File: src/rtl/xlat_ctrl_pkg.sv
package xlat_ctrl_pkg;

  localparam logic [7:0] OFS_CTRL     = 8'h00;
  localparam logic [7:0] OFS_IDENT    = 8'h08;
  localparam logic [7:0] OFS_DTCFG    = 8'h10;
  localparam logic [7:0] OFS_DTBASE   = 8'h18;
  localparam logic [7:0] OFS_DEVID    = 8'h20;
  localparam logic [7:0] OFS_EVTID    = 8'h28;
  localparam logic [7:0] OFS_INVEVT   = 8'h30;
  localparam logic [7:0] OFS_INVDEV   = 8'h38;
  localparam logic [7:0] OFS_INVSTAT  = 8'h40;
  localparam logic [7:0] OFS_SYNC     = 8'h48;
  localparam logic [7:0] OFS_SYNCSTAT = 8'h50;
  localparam logic [7:0] OFS_ERR      = 8'h58;

  localparam int NUM_TMR  = 3;
  localparam int TMR_CTRL = 0;
  localparam int TMR_INV  = 1;
  localparam int TMR_SYNC = 2;

  localparam int BASE_ALIGN = 12;

  typedef struct packed {
    logic [4:0] id_bits;
    logic       rsv;
    logic [1:0] l2sz;
    logic       two_level;
  } dtcfg_t;

  function automatic dtcfg_t unpack_dtcfg(logic [8:0] w);
    dtcfg_t c;
    c     = w;
    c.rsv = 1'b0;
    return c;
  endfunction

  function automatic logic [63:0] pack_dtcfg(dtcfg_t c);
    return {55'b0, c};
  endfunction

  function automatic logic [63:0] align_base(logic [63:0] w);
    return {w[63:BASE_ALIGN], {BASE_ALIGN{1'b0}}};
  endfunction

  function automatic logic [63:0] ident_word(int dev_w, int evt_w);
    return {47'b0, 1'b1, 8'(evt_w), 8'(dev_w)};
  endfunction

endpackage

File: src/rtl/xlat_busy_timer.sv
module xlat_busy_timer #(
  parameter int LAT = 8
) (
  input  logic clk,
  input  logic rst_n,
  input  logic start,
  output logic busy,
  output logic done
);
  localparam int CW = $clog2(LAT + 1);

  logic [CW-1:0] cnt;

  always_ff @(posedge clk or negedge rst_n) begin
    if (!rst_n)                cnt <= '0;
    else if (start && cnt == '0) cnt <= CW'(LAT);
    else if (cnt != '0)        cnt <= cnt - 1'b1;
  end

  assign busy = (cnt != '0);
  assign done = (cnt == CW'(1));

  // checker: length of each busy window
  logic [CW:0] run;
  always_ff @(posedge clk or negedge rst_n) begin
    if (!rst_n)    run <= '0;
    else if (busy) run <= run + 1'b1;
    else           run <= '0;
  end

  p_start_busy_r3: assert property (@(posedge clk) disable iff (!rst_n)
    (start && !busy) |=> busy);

  p_busy_bound_r3: assert property (@(posedge clk) disable iff (!rst_n)
    busy |-> (run < (CW+1)'(LAT)));

  p_busy_exact_r2: assert property (@(posedge clk) disable iff (!rst_n)
    $fell(busy) |-> ($past(run) == (CW+1)'(LAT - 1)));

endmodule

File: src/rtl/xlat_dt_regs.sv
module xlat_dt_regs
  import xlat_ctrl_pkg::*;
(
  input  logic        clk,
  input  logic        rst_n,
  input  logic        lock,
  input  logic        wr_cfg,
  input  logic        wr_base,
  input  logic [8:0]  cfg_w,
  input  logic [63:0] base_w,
  output dtcfg_t      cfg,
  output logic [63:0] base,
  output logic        reject
);

  assign reject = lock && (wr_cfg || wr_base);

  always_ff @(posedge clk or negedge rst_n) begin
    if (!rst_n) begin
      cfg  <= '0;
      base <= '0;
    end else if (!lock) begin
      if (wr_cfg)  cfg  <= unpack_dtcfg(cfg_w);
      if (wr_base) base <= align_base(base_w);
    end
  end

  p_cfg_locked_r8: assert property (@(posedge clk) disable iff (!rst_n)
    lock |=> ($stable(cfg) && $stable(base)));

endmodule

File: src/rtl/xlat_ctrl.sv
module xlat_ctrl
  import xlat_ctrl_pkg::*;
#(
  parameter int ADDR_W  = 8,
  parameter int DEVID_W = 16,
  parameter int EVTID_W = 12,
  parameter int LAT     = 8
) (
  input  logic               clk,
  input  logic               rst_n,
  input  logic               bus_wr,
  input  logic               bus_rd,
  input  logic [ADDR_W-1:0]  bus_addr,
  input  logic [63:0]        bus_wdata,
  output logic [63:0]        bus_rdata,
  output logic               bus_rvalid,
  output logic               unit_en,
  output logic               inv_fire,
  output logic               inv_by_dev,
  output logic [DEVID_W-1:0] inv_dev_id,
  output logic [EVTID_W-1:0] inv_evt_id,
  output logic               sync_fire,
  output logic [DEVID_W-1:0] sync_dev_id
);

  function automatic logic at(logic [ADDR_W-1:0] a, logic [7:0] ofs);
    return a == ADDR_W'(ofs);
  endfunction

  // write decode
  logic w_ctrl, w_dtcfg, w_dtbase, w_devid, w_evtid;
  logic w_invevt, w_invdev, w_sync, w_err;
  assign w_ctrl   = bus_wr && at(bus_addr, OFS_CTRL);
  assign w_dtcfg  = bus_wr && at(bus_addr, OFS_DTCFG);
  assign w_dtbase = bus_wr && at(bus_addr, OFS_DTBASE);
  assign w_devid  = bus_wr && at(bus_addr, OFS_DEVID);
  assign w_evtid  = bus_wr && at(bus_addr, OFS_EVTID);
  assign w_invevt = bus_wr && at(bus_addr, OFS_INVEVT);
  assign w_invdev = bus_wr && at(bus_addr, OFS_INVDEV);
  assign w_sync   = bus_wr && at(bus_addr, OFS_SYNC);
  assign w_err    = bus_wr && at(bus_addr, OFS_ERR);

  // busy timers
  logic [NUM_TMR-1:0] t_start, t_busy, t_done;
  for (genvar gi = 0; gi < NUM_TMR; gi++) begin : g_tmr
    xlat_busy_timer #(.LAT(LAT)) u_tmr (
      .clk   (clk),
      .rst_n (rst_n),
      .start (t_start[gi]),
      .busy  (t_busy[gi]),
      .done  (t_done[gi])
    );
  end

  // trigger acceptance
  logic ctrl_req, inv_req, sync_req;
  logic ctrl_go, inv_go, sync_go, trig_rej;
  assign ctrl_req = w_ctrl;
  assign inv_req  = (w_invevt || w_invdev) && bus_wdata[0];
  assign sync_req = w_sync && bus_wdata[0];
  assign ctrl_go  = ctrl_req && !t_busy[TMR_CTRL];
  assign inv_go   = inv_req  && !t_busy[TMR_INV];
  assign sync_go  = sync_req && !t_busy[TMR_SYNC];
  assign trig_rej = (ctrl_req && t_busy[TMR_CTRL]) ||
                    (inv_req  && t_busy[TMR_INV])  ||
                    (sync_req && t_busy[TMR_SYNC]);

  always_comb begin
    t_start           = '0;
    t_start[TMR_CTRL] = ctrl_go;
    t_start[TMR_INV]  = inv_go;
    t_start[TMR_SYNC] = sync_go;
  end

  // device table registers
  dtcfg_t      dt_cfg;
  logic [63:0] dt_base;
  logic        dt_lock, dt_rej;
  assign dt_lock = unit_en || t_busy[TMR_CTRL];

  xlat_dt_regs u_dt (
    .clk     (clk),
    .rst_n   (rst_n),
    .lock    (dt_lock),
    .wr_cfg  (w_dtcfg),
    .wr_base (w_dtbase),
    .cfg_w   (bus_wdata[8:0]),
    .base_w  (bus_wdata),
    .cfg     (dt_cfg),
    .base    (dt_base),
    .reject  (dt_rej)
  );

  // state
  logic               en_pend, err;
  logic [DEVID_W-1:0] dev_stage;
  logic [EVTID_W-1:0] evt_stage;
  logic [4:0]         invdev_evbits;
  logic               invdev_l1;

  always_ff @(posedge clk or negedge rst_n) begin
    if (!rst_n) begin
      en_pend       <= 1'b0;
      unit_en       <= 1'b0;
      err           <= 1'b0;
      dev_stage     <= '0;
      evt_stage     <= '0;
      invdev_evbits <= '0;
      invdev_l1     <= 1'b0;
      inv_fire      <= 1'b0;
      inv_by_dev    <= 1'b0;
      inv_dev_id    <= '0;
      inv_evt_id    <= '0;
      sync_fire     <= 1'b0;
      sync_dev_id   <= '0;
    end else begin
      if (ctrl_go)          en_pend   <= bus_wdata[0];
      if (t_done[TMR_CTRL]) unit_en   <= en_pend;
      if (w_devid)          dev_stage <= bus_wdata[DEVID_W-1:0];
      if (w_evtid)          evt_stage <= bus_wdata[EVTID_W-1:0];

      inv_fire <= inv_go;
      if (inv_go) begin
        inv_by_dev <= w_invdev;
        inv_dev_id <= dev_stage;
        inv_evt_id <= w_invdev ? '0 : evt_stage;
        if (w_invdev) begin
          invdev_evbits <= bus_wdata[5:1];
          invdev_l1     <= bus_wdata[6];
        end
      end

      sync_fire <= sync_go;
      if (sync_go) sync_dev_id <= bus_wdata[32 +: DEVID_W];

      if (trig_rej || dt_rej)       err <= 1'b1;
      else if (w_err && bus_wdata[0]) err <= 1'b0;
    end
  end

  // read path
  logic [63:0] rd_word;
  always_comb begin
    rd_word = '0;
    if      (at(bus_addr, OFS_CTRL))     rd_word = {62'b0, !t_busy[TMR_CTRL], en_pend};
    else if (at(bus_addr, OFS_IDENT))    rd_word = ident_word(DEVID_W, EVTID_W);
    else if (at(bus_addr, OFS_DTCFG))    rd_word = pack_dtcfg(dt_cfg);
    else if (at(bus_addr, OFS_DTBASE))   rd_word = dt_base;
    else if (at(bus_addr, OFS_DEVID))    rd_word = 64'(dev_stage);
    else if (at(bus_addr, OFS_EVTID))    rd_word = 64'(evt_stage);
    else if (at(bus_addr, OFS_INVDEV))   rd_word = {57'b0, invdev_l1, invdev_evbits, 1'b0};
    else if (at(bus_addr, OFS_INVSTAT))  rd_word = {63'b0, !t_busy[TMR_INV]};
    else if (at(bus_addr, OFS_SYNCSTAT)) rd_word = {63'b0, !t_busy[TMR_SYNC]};
    else if (at(bus_addr, OFS_ERR))      rd_word = {63'b0, err};
  end

  always_ff @(posedge clk or negedge rst_n) begin
    if (!rst_n) begin
      bus_rdata  <= '0;
      bus_rvalid <= 1'b0;
    end else begin
      bus_rvalid <= bus_rd;
      if (bus_rd) bus_rdata <= rd_word;
    end
  end

  p_fire_busy_r3: assert property (@(posedge clk) disable iff (!rst_n)
    inv_fire |-> t_busy[TMR_INV]);

  p_sync_busy_r5: assert property (@(posedge clk) disable iff (!rst_n)
    sync_fire |-> t_busy[TMR_SYNC]);

  p_no_back2back_r7: assert property (@(posedge clk) disable iff (!rst_n)
    inv_fire |=> !inv_fire);

  p_reject_err_r7: assert property (@(posedge clk) disable iff (!rst_n)
    (inv_req && t_busy[TMR_INV]) |=> err);

  p_en_moves_at_end_r2: assert property (@(posedge clk) disable iff (!rst_n)
    !$stable(unit_en) |-> $past(t_busy[TMR_CTRL]));

  p_inv_done_idle_r3: assert property (@(posedge clk) disable iff (!rst_n)
    t_done[TMR_INV] |=> !t_busy[TMR_INV]);

  p_sync_done_idle_r5: assert property (@(posedge clk) disable iff (!rst_n)
    t_done[TMR_SYNC] |=> !t_busy[TMR_SYNC]);

endmodule

File: config.mk
export PLATFORM = sky130hd
export DESIGN_NAME = xlat_ctrl
export DESIGN_NICKNAME = d
export VERILOG_FILES = /design/src/rtl/xlat_ctrl_pkg.sv /design/src/rtl/xlat_busy_timer.sv /design/src/rtl/xlat_dt_regs.sv /design/src/rtl/xlat_ctrl.sv
export SDC_FILE = /design/constraint.sdc
export NUM_CORES = 1
export LEC_CHECK = 0
export BUFFER_PORTS_ARGS = -buffer_cell sky130_fd_sc_hd__buf_2
export CORE_UTILIZATION = 49
export DETAILED_ROUTE_END_ITERATION = 10
export GPL_TIMING_DRIVEN = 0
export PLACE_DENSITY = 0.82
export SYNTH_ARGS = -nofsm -noshare
export SYNTH_HDL_FRONTEND = slang
export SYNTH_SLANG_ARGS = --single-unit
File: constraint.sdc
create_clock -name clk -period 2.7 [get_ports clk]
set_clock_uncertainty 0.2 [all_clocks]
set_input_delay 0.135 -clock clk [delete_from_list [all_inputs] [get_ports clk]]
set_output_delay 0.135 -clock clk [all_outputs]
set_load 0.005 [all_outputs]
==> results.ini <==
[outcome]
status = finished, violations left
failed_checks = design-rule violations

[floorplanning]
rows = 49
io_pins = 189
core_area_mm2 = 0.0181
die-area_mm2 = 0.0192
die_y_um = 139
initial_core_util = 0.505
die_x_um = 139

[global_route]
use_met3 = 0.0436
busiest_layer = met2
grt_overflow_total = 0
antenna_found_initial = 0
grt.total_usage = 0.262
first_global_vias = 7616
met2_usage = 0.435
grt_max_degree = 119
met1_usage = 0.339
grt_pass1_wl_um = 40000

[setup_path]
crit_fanout = 10
worst_ep_arrival_time_ns = 2.84
start_kind = flop
crit_path_end_kind = flop
slowest_stage = dfrtp_1
crit_chain = inv_1 -> ha_1 -> nor3b_4 -> nand2b_1 -> nor4_4 -> buf_4 -> buf_2 -> mux2_2
required_ns = 2.89
max_stage_delay_ns = 0.42
critical_path_class = flop to flop

[sta]
slew_violations = 0
layout_min_cycle_time_ns = 2.65
finalSetupViolations = 0
hold_viol = 0
max_slew_margin = 0.403
whs_ns = 0.0356
fmax_ghz = 0.378
rsz0062_at_grt = true
worst_pin_slew_ns = 0.896
min_period_over_period = 0.981

[finish]
area_growth_pct = 30.9
drive_gt1_frac = 0.355
multiInputGateArea_mm2 = 0.00338
final_cell_mix = dfrtp_1 (221), buf_2 (192), nand2_1 (139)
seq_area_mm2 = 0.00553
final_common_cell = dfrtp_1
nFillCells = 1294
final_util = 0.661
nets = 1117
insertedDiodeCount = 0

[cts]
cts.reportedPaths.clkPinSlew_ns = 0.06
clock_latency_ns = 0.51
ctsRootBufferMaster = clkbuf_16
cts_tree = yes
clock_path_buffers = 3
cts_sinks = 221
h-tree-depth = 1
cts_buffers = 23

[yosys]
synth.ff_latch_count = 221
yosysWarnings = 0
synth-adder-area-share = 0.00822
syn_nets = 826
synth_compound_area_frac = 0.0937
synth_edf_count = 0
syn_inst = 744
async_flop_share = 1.00
synth-xor-area-share = 0.00192
synth_top_family_by_area = multiplexers
syn-mean-instance-area_um2 = 12.3
synth_mux_area_frac = 0.151
netlist_area_mm2 = 0.00913
dominantRegCellSynth = dfrtp_1
yosysSeqAreaShare = 0.606
ys_types = 54
synthSimpleGateAreaFrac = 0.112

[power]
leakage_nw = 6.16
peakVddDrop_v = 0.000535
power_density_mw_per_mm2 = 630

[detailed_routing]
drtPass1Iterations = 8
drtIter0Drc = 562
post-route-drc-count = 10
post_drt_wl_per_cell_um = 19.3
vias = 7189
wl_um = 24700
viasPerCell = 5.62
antenna_left = 0

[job]
drv_cap = 0

[min_path]
hp-class = primary input to flop

[place]
gp_congestion = 0.871
place.port_buffers = 186
hpwlAfterDp_um = 15800

## cells in the mapped netlist, types with 2 or more instances
master	number	area share
nand2_1	139	0.057
nor2b_1	3	0.0021
buf_1	4	0.0016
or3_1	4	0.0027
a31oi_1	6	0.0041
o21ai_0	11	0.0060
nor4_1	3	0.0021
a211o_1	3	0.0029
a22oi_1	5	0.0041
buf_2	11	0.0060
o2bb2ai_1	50	0.048
a21oi_1	7	0.0038
ha_1	6	0.0082
dfrtp_1	221	0.61
mux2i_1	7	0.0077
nor2_1	12	0.0049
a22o_1	11	0.011
nor3b_1	3	0.0025
and3_1	3	0.0021
clkbuf_1	31	0.013
xnor2_1	2	0.0019
o31ai_1	3	0.0025
inv_1	14	0.0058
nor4b_2	2	0.0033
nor3_1	10	0.0055
mux2_2	108	0.13
nand3_1	28	0.015
a32oi_1	2	0.0019
o211ai_1	2	0.0016
mux2_4	6	0.0099
nand2b_1	3	0.0021
a2111oi_0	2	0.0019
## flip-flops by register name (all words and copies together), names as in the netlist
signal / flops
bus_rdata: 64
u_dt.base: 52
dev_stage: 16
inv_dev_id: 16
sync_dev_id: 16
evt_stage: 12
g_tmr.u_tmr.cnt: 12
inv_evt_id: 12
u_dt.cfg: 8
invdev_evbits: 5
bus_rvalid: 1
en_pend: 1
err: 1
inv_by_dev: 1
inv_fire: 1
invdev_l1: 1
sync_fire: 1
unit_en: 1
## metal layers
layer / vias to the layer above / part of all wire
li1: 3204 / -
met1: 3630 / 0.41
met2: 271 / 0.49
met3: 84 / 0.056
met4: 0 / 0.044
met5: - / 0
## cell type report
| cell class | instances | share of cell area |
|---|---|---|
| Clock inverter | 11 | 0.00754 |
| Tap cell | 229 | 0.0240 |
| Timing Repair Buffer | 266 | 0.146 |
| Buffer | 47 | 0.0181 |
| Multi-Input combinational cell | 461 | 0.283 |
| Sequential cell | 221 | 0.463 |
| Clock buffer | 30 | 0.0545 |
| Inverter | 15 | 0.00471 |
## path summary, 6_finish.rpt
kind | startpoint | to | slack, ns | cells past startpoint
min in group asynchronous | rst_n | evt_stage[7] | 0.07 | 2
hold / removal | bus_addr[6] | err | 0.04 | 5
max in group asynchronous | rst_n | u_dt.base[60] | 1.23 | 3
setup / recovery | g_tmr[0].u_tmr.cnt[0] | u_dt.base[39] | 0.05 | 8
hold reg to reg | inv_evt_id[10] | inv_evt_id[10] | 0.26 | 2
setup reg to reg | g_tmr[0].u_tmr.cnt[0] | u_dt.base[39] | 0.05 | 8
## power by group
group | total [W] | switching (W) | internal (W)
registers | 0.00360 | 0.000139 | 0.00346
clock network | 0.00310 | 0.00130 | 0.00180
logic | 0.000838 | 0.000439 | 0.000399
total | 0.00753 | 0.00187 | 0.00566
## cells by family after synthesis
family                   after synthesis
multiplexers                         121
buffers and inverters                 62
AO/OA/AOI/OAI                        109
adder cells (fa/ha/maj)                6
XOR/XNOR                               2
AND/OR/NAND/NOR                      223
flip-flops                           221
## worst max-delay path: cells and delay by family, from the launching register on
kind | cells | cell delay (ns)
adders and majority gates | 1 | 0.24
and+or+nand+nor | 3 | 0.71
muxes | 1 | 0.38
DFF | 1 | 0.42
buffers and inverters | 3 | 0.58
## per-stage QoR
stage / setup slack, ns / cell area [um^2] / TNS [ns] / cells / total power (W)
after global placement: -2.45 / 10300 / -570.96 / 1159 / 0.00430
after CTS: 0.0315 / 11900 / 0 / 1278 / 0.00755
after global routing: -0.0299 / 12000 / -0.531 / 1280 / 0.00782
final: 0.0516 / 12000 / 0 / 1280 / 0.00753
after detailed placement: -0.681 / 10400 / -37.98 / 1160 / 0.00435
after floorplan: 0.0491 / 9130 / 0 / 744 / 0.00406
## what timing repair did
| action | in CTS | in global routing |
|---|---|---|
| pin swaps | 1 | 2 |
| setup buffers | 4 | 2 |
| setup endpoints to repair | 92 | 74 |
| hold endpoints to repair | 241 | 0 |
| gates resized for setup | 10 | 8 |
| hold buffers | 73 | 0 |
Power figures use the tool's default switching activity.
